[src/rtl/row_spare_repair.sv]
module row_spare_repair #(
  parameter int ROW_W  = 8,
  parameter int SPARES = 4
) (
  input  logic                    clk,
  input  logic                    rst_n,
  input  logic                    test_start,
  input  logic                    clear_log,
  input  logic                    test_done,
  input  logic                    fail_vld,
  input  logic [ROW_W-1:0]        fail_row,
  input  logic                    fuse_load,
  input  logic [SPARES-1:0]       fuse_valid,
  input  logic [SPARES*ROW_W-1:0] fuse_tags,
  input  logic [ROW_W-1:0]        func_row,
  output logic [ROW_W:0]          phys_sel,
  output logic                    logging,
  output logic                    verifying,
  output logic                    unrepairable,
  output logic                    repair_ok,
  output logic                    repair_bad,
  output logic [SPARES-1:0]       map_valid,
  output logic [SPARES*ROW_W-1:0] map_tags
);
  localparam int IDX_W = (SPARES > 1) ? $clog2(SPARES) : 1;

  typedef enum logic [1:0] {ST_IDLE, ST_LOG, ST_VERIFY} st_t;
  st_t st;

  logic [ROW_W-1:0]  tag_q [SPARES];
  logic [SPARES-1:0] vld_q;
  logic [SPARES-1:0] fail_match, func_match;
  logic [IDX_W-1:0]  hit_idx, free_idx;
  logic              has_free, vfail_q, spare_hit;

  for (genvar g = 0; g < SPARES; g++) begin : g_ent
    assign fail_match[g]             = vld_q[g] && (tag_q[g] == fail_row);
    assign func_match[g]             = vld_q[g] && (tag_q[g] == func_row);
    assign map_tags[g*ROW_W +: ROW_W] = tag_q[g];
  end

  always_comb begin
    hit_idx  = '0;
    free_idx = '0;
    has_free = 1'b0;
    for (int i = SPARES - 1; i >= 0; i--) begin
      if (func_match[i]) hit_idx = IDX_W'(i);
      if (!vld_q[i]) begin
        free_idx = IDX_W'(i);
        has_free = 1'b1;
      end
    end
  end

  assign logging   = (st == ST_LOG);
  assign verifying = (st == ST_VERIFY);
  assign map_valid = vld_q;
  assign spare_hit = !logging && (|func_match);
  assign phys_sel  = spare_hit ? {1'b1, ROW_W'(hit_idx)} : {1'b0, func_row};

  always_ff @(posedge clk or negedge rst_n) begin
    if (!rst_n) begin
      st           <= ST_IDLE;
      vld_q        <= '0;
      for (int i = 0; i < SPARES; i++) tag_q[i] <= '0;
      unrepairable <= 1'b0;
      repair_ok    <= 1'b0;
      repair_bad   <= 1'b0;
      vfail_q      <= 1'b0;
    end else if (test_start) begin
      st         <= clear_log ? ST_LOG : ST_VERIFY;
      repair_ok  <= 1'b0;
      repair_bad <= 1'b0;
      vfail_q    <= 1'b0;
      if (clear_log) begin
        vld_q        <= '0;
        unrepairable <= 1'b0;
      end
    end else begin
      case (st)
        ST_LOG: begin
          if (fail_vld && !(|fail_match)) begin
            if (has_free && !unrepairable) begin
              vld_q[free_idx] <= 1'b1;
              tag_q[free_idx] <= fail_row;
            end else begin
              unrepairable <= 1'b1;
            end
          end
          if (test_done) st <= ST_IDLE;
        end
        ST_VERIFY: begin
          if (test_done) begin
            st <= ST_IDLE;
            if (vfail_q || fail_vld || unrepairable) repair_bad <= 1'b1;
            else                                     repair_ok  <= 1'b1;
          end else if (fail_vld) begin
            vfail_q <= 1'b1;
          end
        end
        default: begin
          if (fuse_load) begin
            vld_q        <= fuse_valid;
            unrepairable <= 1'b0;
            for (int i = 0; i < SPARES; i++) tag_q[i] <= fuse_tags[i*ROW_W +: ROW_W];
          end
        end
      endcase
    end
  end
endmodule

[config.mk]
export PLATFORM = sky130hd
export DESIGN_NAME = row_spare_repair
export DESIGN_NICKNAME = d
export VERILOG_FILES = /design/src/rtl/row_spare_repair.sv
export SDC_FILE = /design/constraint.sdc
export NUM_CORES = 1
export LEC_CHECK = 0
export BUFFER_PORTS_ARGS = -buffer_cell sky130_fd_sc_hd__buf_4
export CAP_MARGIN = 20
export CELL_PAD_IN_SITES_DETAIL_PLACEMENT = 1
export CELL_PAD_IN_SITES_GLOBAL_PLACEMENT = 2
export CORE_MARGIN = 5
export CORE_UTILIZATION = 26
export CTS_CLUSTER_DIAMETER = 60
export CTS_CLUSTER_SIZE = 12
export DETAILED_ROUTE_END_ITERATION = 10
export PLACE_DENSITY = 0.73
export SETUP_SLACK_MARGIN = 0.05
export SLEW_MARGIN = 15
export SYNTH_ARGS = -nofsm -noshare
export SYNTH_HDL_FRONTEND = slang
export SYNTH_SLANG_ARGS = --single-unit
[constraint.sdc]
create_clock -name clk -period 2.1 [get_ports clk]
set_input_delay 0.21 -clock clk [delete_from_list [all_inputs] [get_ports clk]]
set_output_delay 0.21 -clock clk [all_outputs]
set_load 0.02 [all_outputs]
## Word level (Yosys, flattened, before mapping)

Index checks and enable logic that the tools add are counted.

- Register bits after elaboration: 42
- Input bits: 59
- Logic and storage cells: 122

- Order comparisons: 4
- Eq/ne operators: 19
- Muxes and demuxes: 50
- Bitwise logic cells: 4
- Reduce and logical (&&, ||, !) cells: 35

Operator list:

| operator | count |
|---|---|
| two-way mux 32 bit | 3 |
| == test 8 bit | 8 |
| case mux 32 bit (2 select lines) | 1 |
| bitwise mux 32 bit | 1 |
| two-way mux 2 bit | 12 |
| two-way mux 1 bit | 22 |
| two-way mux 4 bit | 5 |
| demux 8 bit (select 2 bit) | 1 |
| AND reduction 5 bit | 3 |
| logical AND 1 bit | 13 |
| nonzero test 2 bit | 6 |
| two-way mux 9 bit | 1 |
| AND reduction 3 bit | 3 |
| two-way mux 8 bit | 1 |
| case mux 4 bit (2 select lines) | 1 |
| OR reduction 4 bit | 2 |
| inequality test 2 x 1 -> 1 bit, second input constant | 3 |
| inequality test 2 bit, second input constant | 3 |
| inequality test 3 x 2 -> 1 bit, second input constant | 2 |
| OR 4 bit | 1 |
| greater-or-equal comparator 3 bit, second input constant | 1 |
| logical NOT 1 bit | 3 |
| < comparator 2 x 3 -> 1 bit, second input constant | 1 |
| < comparator 3 x 1 -> 1 bit, second input constant | 1 |
| other kinds (12) | 14 |

## Longest topological paths before layout

Gate-level depths: netlist of the first run.

- Depth after elaboration: 13
- Gate-level depth with buffers: 9

## Least setup slack after synthesis of the first run

Ideal clock, no wire load.

- Path type: register -> register
- Start point: register st[0]
- End point: register tag_q, in the netlist map_tags[12]
- Setup time: 0.128 ns
- Arrival: 2.041 ns
- Required time: 1.972 ns
- Setup slack: -0.068 ns
- Cell stages (with the launch flop): 6
- Path buffers: 1
- Period minus slack after synthesis: 2.168 ns
- Path through: dfrtp_1 > ha_1 > buf_2 > nor4b_2 > a31oi_4 > mux2_1

- Longest elaborated chain between the ends: 3
- Elaborated cells between the ends (all ways): 8
- Those cells by class: 4 x eq/ne; 1 x mux; 1 x bitwise; 2 x reduce/logical

Ends and longest elaborated chain:

| element | RTL line | source |
|---|---|---|
| from (decl) | 28 | `st_t st;` |
| from (signal assigned) | 71 | `st <= clear_log ? ST_LOG : ST_VERIFY;` |
| == test 2 x 1 -> 1 bit * | - |  |
| named net logging | 17 | `output logic logging,` |
| inequality test 2 x 1 -> 1 bit (no line) / nonzero test 2 bit (equally long branches) | - |  |
| AND reduction 5 bit (no line) | - |  |
| to (signal, indexed assignment) | 85 | `tag_q[free_idx] <= fail_row;` |
| to (decl) | 30 | `logic [ROW_W-1:0] tag_q [SPARES];` |

The timed path passes the listed nets; every way through them passes the cells marked *.
A chain may end at the register's enable or synchronous reset.

## Final worst setup path of the first run

- Start point: register tag_q, in the netlist map_tags[17]
- End point: output port phys_sel[3]

- Longest elaborated chain between the ends: 5

Ends and longest elaborated chain:

| element | RTL line | source |
|---|---|---|
| == test 8 bit | 38 | `assign func_match[g] = vld_q[g] && (tag_q[g] == func_row);` |
| logical AND 1 bit | 38 |  |
| OR reduction 4 bit | 58 | `assign spare_hit = !logging && (\|func_match);` |
| logical AND 1 bit | 58 |  |
| two-way mux 9 bit | 59 | `assign phys_sel = spare_hit ? {1'b1, ROW_W'(hit_idx)} : {1'b0, func_row};` |
| to (decl) | 16 | `output logic [ROW_W:0] phys_sel,` |

No other way between the ends.

==> run_results.csv, run 1 <==
group,metric,value,unit
worst_setup_path,crit_path_start,"map_tags[17]",
placed_design,port_buffers,108,
synth,synth_seq_area_share,33.3,%
clock_tree,cts_root_buf,"clkbuf_16",
clock_tree,h-tree-depth,2,
grt,grt_pass1_vias,3765,
synth,synth_cell_type_count,35,
sta,slew_headroom,61.3,%
synth,synth_fp_nets,417,
route,drtPass1Iterations,7,
cells_and_area,nFillCells,1333,
job,cap_violations,0,
power_and_ir_drop,pwr_density_cell,1040,mW/mm^2
run_status,violations,"negative setup slack",
route,via_per_inst,4.94,
sta,max_freq,0.456,GHz
cells_and_area,nets,591,
route,ant_nets,0,
placed_design,gp_congestion,0.828,
floorplan,dieArea,0.0144,mm^2
power_and_ir_drop,power.total,5.71,mW
grt,track_usage,18.5,%
worst_setup_path,start_kind,"register",
sta,fin_crit,2190,ps
sta,drv_slew,0,
worst_setup_path,critPathArrivalTime,1980,ps
synth,synth_area_per_cell,8.85,um^2
floorplan,num_rows,40,
synth,syn_area,0.00315,mm^2
cells_and_area,area_growth,74.5,%
sta,finClkSkew,6.66,ps
clock_tree,clk_latency,290,ps
worst_setup_path,cp_common_cell,"buf_4",
route,route.detailed.drc,0,
synth,synth_top_area_share,33.3,%
floorplan,die_x,120,um
worst_setup_path,cp.required,1890,ps
synth,yosys_warnings,0,
worst_setup_path,regToRegStartpoint,"map_tags[31]",
worst_setup_path,worstSetupEndpoint,"phys_sel[3]",
cells_and_area,post_layout_nonfiller_instances,678,
grt,antenna_found_initial,0,
worst_setup_path,crit_type,"register to primary output",
cells_and_area,drive_gt1_share,56.1,%
clock_tree,cts_sinks,42,
synth,syn_inst,356,
sta,worst_slew_pin_slew,581,ps
min_path,hold_start,"clear_log",
synth,synth.largest_area_cell,"dfrtp_1",
power_and_ir_drop,ir_drop,0.395,mV
placed_design,dp_hpwl,10.0,mm
worst_setup_path,r2r_setup_slack,-80,ps
cells_and_area,diodes,0,
cells_and_area,mostFrequentLayoutCells,"buf_4, dfrtp_1, inv_1",
synth,synth.area.top_cells,"dfrtp_1, xnor2_1, mux2_2",
grt,grt_overflow,0,
floorplan,io_pins,109,
route,num_vias,3348,
sta,hold_viol,0,
worst_setup_path,critical_path.max_fanout,7,
worst_setup_path,critPathMaxStageDelay,390,ps
worst_setup_path,crit_slowest_cell,"dfrtp_1",
sta,finalWorstSetupSlack,-93.1,ps
cells_and_area,utilization,46.0,%
route,wl,13.8,mm
floorplan,die_h,120,um
worst_setup_path,worstRegToRegCells,8,
placed_design,dp_cells,637,
route,drt-initial-drc-count,112,
clock_tree,cts_buffers,5,
sta,hold_ws,139,ps
worst_setup_path,reg2reg_to,"map_tags[23]",
grt,grt_pass1_wl,20.6,mm
route,wl_per_cell,20.3,um
run_status,status,"complete, but fails checks",
clock_tree,cts_buffer_depth,2,
sta,rsz0062_at_grt,"yes",
floorplan,start_util,26.3,%
power_and_ir_drop,power_leakage,2.68,nW
sta,post-route-period-util,104,%
worst_setup_path,setup.worst_path.end_class,"primary output",
cells_and_area,layout_commonest_cell,"buf_4",
floorplan,core_area,0.0120,mm^2
clock_tree,cts_tree,"done",
synth,ys_ff_latch,42,
clock_tree,clk_pin_slew_worst_paths,60,ps
sta,setup_viol,41,
grt,grt_max_degree,43,
min_path,hp-class,"primary input to register",
worst_setup_path,crit_chain,"buf_4 -> xnor2_2 -> nand4_1 -> nor3_2 -> buf_4 -> nor2_4 -> a21oi_2 -> buf_6 -> nor2b_1 -> buf_4",
==> registers in the layout (all words and copies together), names as in the netlist <==
name,count
map_tags,32
map_valid,4
repair_bad,1
repair_ok,1
st,2
unrepairable,1
vfail_q,1
==> synthesized netlist by cell type (all sizes together) <==
master / count
nor4: 4
mux2: 32
nor2: 23
nand3: 6
o22ai: 32
nand4: 9
nand4b: 1
nor3: 9
o31ai: 1
nand2: 19
dfrtp: 42
o21ai: 6
nand3b: 3
and3: 1
or3: 2
nor2b: 6
xnor2: 48
buf: 14
nand2b: 5
inv: 36
o22a: 2
a21oi: 12
mux2i: 1
xor2: 16
nor4b: 1
clkbuf: 15
a31oi: 7
o221ai: 1
ha: 2
==> how the worst min path moves through the flow <==
| stage | end | cells after the start |
|---|---|---|
| floorplan | map_tags[0] | 0 |
| global placement | repair_ok | 1 |
| detailed placement | repair_bad | 1 |
| CTS | st[1] | 2 |
| global route | st[1] | 2 |
| finish | st[1] | 2 |
==> stage by stage <==
stage,TNS (ps),instance area (um^2),setup slack [ps]
after global placement,-406,4500,-51.1
after global routing,-4780,5500,-179
after CTS,-519,5160,-77.7
final,-2150,5500,-93.1
after floorplan,0,3180,9.20
after detailed placement,-252,4500,-37.5
==> critical path: cells and delay by family, from the launching register on <==
family,cells,cell delay [ps]
AO/OA/AOI/OAI,1,140
XOR/XNOR,1,170
buffers and inverters,4,610
flip-flops,1,390
AND/OR/NAND/NOR,4,390
==> cells by family after synthesis <==
| group | count (synthesis) | share of synthesized area (%) |
|---|---|---|
| xor+xnor | 64 | 17.8 |
| mux | 33 | 11.8 |
| buf+inv | 65 | 8.65 |
| flops | 42 | 33.3 |
| simple gates | 89 | 14.2 |
| compound gates | 61 | 13.5 |
| fa+ha+maj | 2 | 0.794 |
==> timing repair <==
action                                  4_1_cts  5_1_grt
endpoints found under the hold margin        42        0
gates resized for setup                      51       62
endpoints found under the setup margin       41       46
hold buffers                                  1        0
pin swaps                                    27       32
setup buffers                                24       10
==> per-layer routing <==
metal / track usage, % / share of wire [%] / up-vias
met5: 0 / 0 / -
met4: 5.23 / 2.2 / 0
met3: 3.30 / 3.9 / 19
met2: 32.2 / 50 / 92
met1: 23.3 / 44 / 1683
li1: - / - / 1554
==> report_power, final <==
group          leakage, nW  switching (mW)  internal (mW)
clock network       0.0771           0.338          0.562
registers            0.513           0.233           1.07
logic                 2.09            1.62           1.88
==> final cells by class <==
cell class | count | area (um^2) | area share (%)
multi-input cells | 249 | 2340 | 42.6
repair buffers | 196 | 1620 | 29.4
flip-flops and latches | 42 | 1060 | 19.2
well taps | 147 | 184 | 3.34
inverters | 36 | 135 | 2.46
clock buffers | 6 | 129 | 2.34
clock inverters | 2 | 37.5 | 0.683
No activity file was read; power rests on OpenSTA's default activity.
==> run 2: changes to the inputs <==
--- a/config.mk
+++ b/config.mk
@@ -16,7 +16,7 @@
 export DETAILED_ROUTE_END_ITERATION = 10
 export PLACE_DENSITY = 0.73
 export SETUP_SLACK_MARGIN = 0.05
-export SLEW_MARGIN = 15
+export SKIP_LAST_GASP = 1
 export SYNTH_ARGS = -nofsm -noshare
 export SYNTH_HDL_FRONTEND = slang
 export SYNTH_SLANG_ARGS = --single-unit
==> run 2 against run 1 <==
The flow still finishes with violations (negative setup slack); clock power fell by 0.6%; cell area grew 0.86%; first-iteration DRC count is 14% lower; final cell count grew 0.74%; worst setup slack gained 8.4 ps; die area unchanged; via count rose by 0.18%; sequential power about the same; critical path type unchanged; critical endpoint is now phys_sel[4].
==> run_results.csv, run 2 (same netlist as run 1, synthesis figures left out) <==
group,metric,value,unit
sta,finalWorstSetupSlack,-84.7,ps
sta,rsz0062_at_grt,"yes",
route,drtPass1Iterations,4,
cells_and_area,nets,596,
grt,track_usage,18.3,%
worst_setup_path,crit_slowest_cell,"dfrtp_1",
route,ant_nets,0,
sta,finClkSkew,5.00,ps
clock_tree,clk_pin_slew_worst_paths,60,ps
route,num_vias,3354,
clock_tree,cts_buffers,5,
grt,grt_max_degree,43,
route,wl,13.8,mm
grt,grt_overflow,0,
placed_design,dp_hpwl,10.0,mm
sta,hold_ws,140,ps
worst_setup_path,crit_chain,"buf_4 -> xnor2_2 -> nand4_1 -> nor3_2 -> buf_4 -> nor2_4 -> a21oi_2 -> buf_6 -> nor2b_1 -> buf_4",
sta,max_freq,0.458,GHz
route,wl_per_cell,20.1,um
clock_tree,h-tree-depth,2,
worst_setup_path,cp.required,1890,ps
route,via_per_inst,4.91,
worst_setup_path,worstRegToRegCells,8,
cells_and_area,layout_commonest_cell,"buf_4",
grt,grt_pass1_vias,3726,
worst_setup_path,reg2reg_to,"map_tags[23]",
clock_tree,cts_buffer_depth,2,
clock_tree,cts_sinks,42,
sta,fin_crit,2180,ps
worst_setup_path,critPathTopFamily,"buffers and inverters",
power_and_ir_drop,pwr_density_cell,1040,mW/mm^2
floorplan,die_h,120,um
cells_and_area,utilization,46.4,%
worst_setup_path,crit_type,"register to primary output",
worst_setup_path,cp_common_cell,"buf_4",
min_path,hp-class,"primary input to register",
power_and_ir_drop,ir_drop,0.392,mV
placed_design,gp_congestion,0.828,
worst_setup_path,crit_buf_inv,4,
worst_setup_path,worstSetupEndpoint,"phys_sel[4]",
worst_setup_path,r2r_setup_slack,-50,ps
cells_and_area,mostFrequentLayoutCells,"buf_4, dfrtp_1, inv_1",
run_status,status,"complete, but fails checks",
floorplan,io_pins,109,
floorplan,die_x,120,um
power_and_ir_drop,power_leakage,2.72,nW
power_and_ir_drop,power.total,5.78,mW
cells_and_area,diodes,0,
floorplan,num_rows,40,
clock_tree,cts_root_buf,"clkbuf_16",
sta,hold_viol,0,
route,route.detailed.drc,0,
clock_tree,clk_latency,290,ps
floorplan,dieArea,0.0144,mm^2
sta,setup_viol,27,
sta,drv_slew,0,
run_status,violations,"negative setup slack",
placed_design,port_buffers,108,
min_path,hold_start,"clear_log",
cells_and_area,area_growth,76.0,%
cells_and_area,drive_gt1_share,56.7,%
worst_setup_path,start_kind,"register",
cells_and_area,largest_reg_flops,32,
floorplan,core_area,0.0120,mm^2
worst_setup_path,critPathMaxStageDelay,390,ps
worst_setup_path,critPathArrivalTime,1970,ps
grt,grt_pass1_wl,20.4,mm
sta,tns,-1180,ps
sta,worst_slew_pin_slew,573,ps
worst_setup_path,regToRegStartpoint,"map_tags[31]",
grt,antenna_found_initial,0,
floorplan,start_util,26.3,%
job,cap_violations,0,
worst_setup_path,crit_path_start,"map_tags[17]",
clock_tree,cts_tree,"done",
worst_setup_path,setup.worst_path.end_class,"primary output",
route,drt-initial-drc-count,96,
worst_setup_path,cp.depth,10,
sta,slew_headroom,61.8,%
sta,post-route-period-util,104,%
worst_setup_path,critical_path.max_fanout,7,
run 2: changes by cell type in the layout (fill, tap and decap cells not counted), sizes merged:
| cell | delta |
|---|---|
| buf | +5 |
run 2: what timing repair did:
item / in CTS / in global routing
pin swaps: 27 / 40
gates cloned: 0 / 0
endpoints found under the hold margin: 42 / 0
setup buffers: 24 / 15
endpoints found under the setup margin: 41 / 45
gates resized for setup: 41 / 73
hold buffers: 1 / 0
run 2: power breakdown:
group	total (mW)	leakage, nW	switching (mW)	internal (mW)
Combinational	3.59	2.13	1.65	1.94
Sequential	1.30	0.512	0.230	1.07
Clock	0.895	0.0771	0.333	0.562
Total	5.78	2.72	2.21	3.57
run 2: layout make-up:
| class | count | area (um^2) |
|---|---|---|
| fillers | 1324 | 6410 |
| multi-input cells | 249 | 2350 |
| repair buffers | 201 | 1650 |
| flip-flops and latches | 42 | 1060 |
| well taps | 147 | 184 |
| inverters | 36 | 135 |
| clock buffers | 6 | 129 |
| clock inverters | 2 | 37.5 |
run 2: worst min-delay path by stage:
stage / cells past startpoint / slack (ps) / to
2_1_floorplan: 0 / -90 / map_tags[0]
3_3_place_gp: 1 / 250 / repair_ok
3_5_place_dp: 1 / 250 / repair_bad
4_1_cts: 2 / 140 / st[1]
5_1_grt: 2 / 160 / st[1]
6_report: 2 / 140 / st[1]
run 2: metal layers:
layer	global-route usage, %	share of wire [%]	up-vias
li1	-	-	1567
met1	23.4	44	1681
met2	31.5	50	87
met3	3.30	3.3	19
met4	5.44	2.0	0
met5	0	0	-
run 2: per-stage QoR:
| step | setup slack (ps) | cells | area, um^2 |
|---|---|---|---|
| 3_3_place_gp | -51.1 | 637 | 4500 |
| 6_report | -84.7 | 683 | 5550 |
| 3_5_place_dp | -37.5 | 637 | 4500 |
| 4_1_cts | -77.7 | 670 | 5110 |
| 2_1_floorplan | 9.20 | 356 | 3180 |
| 5_1_grt | -181 | 683 | 5550 |
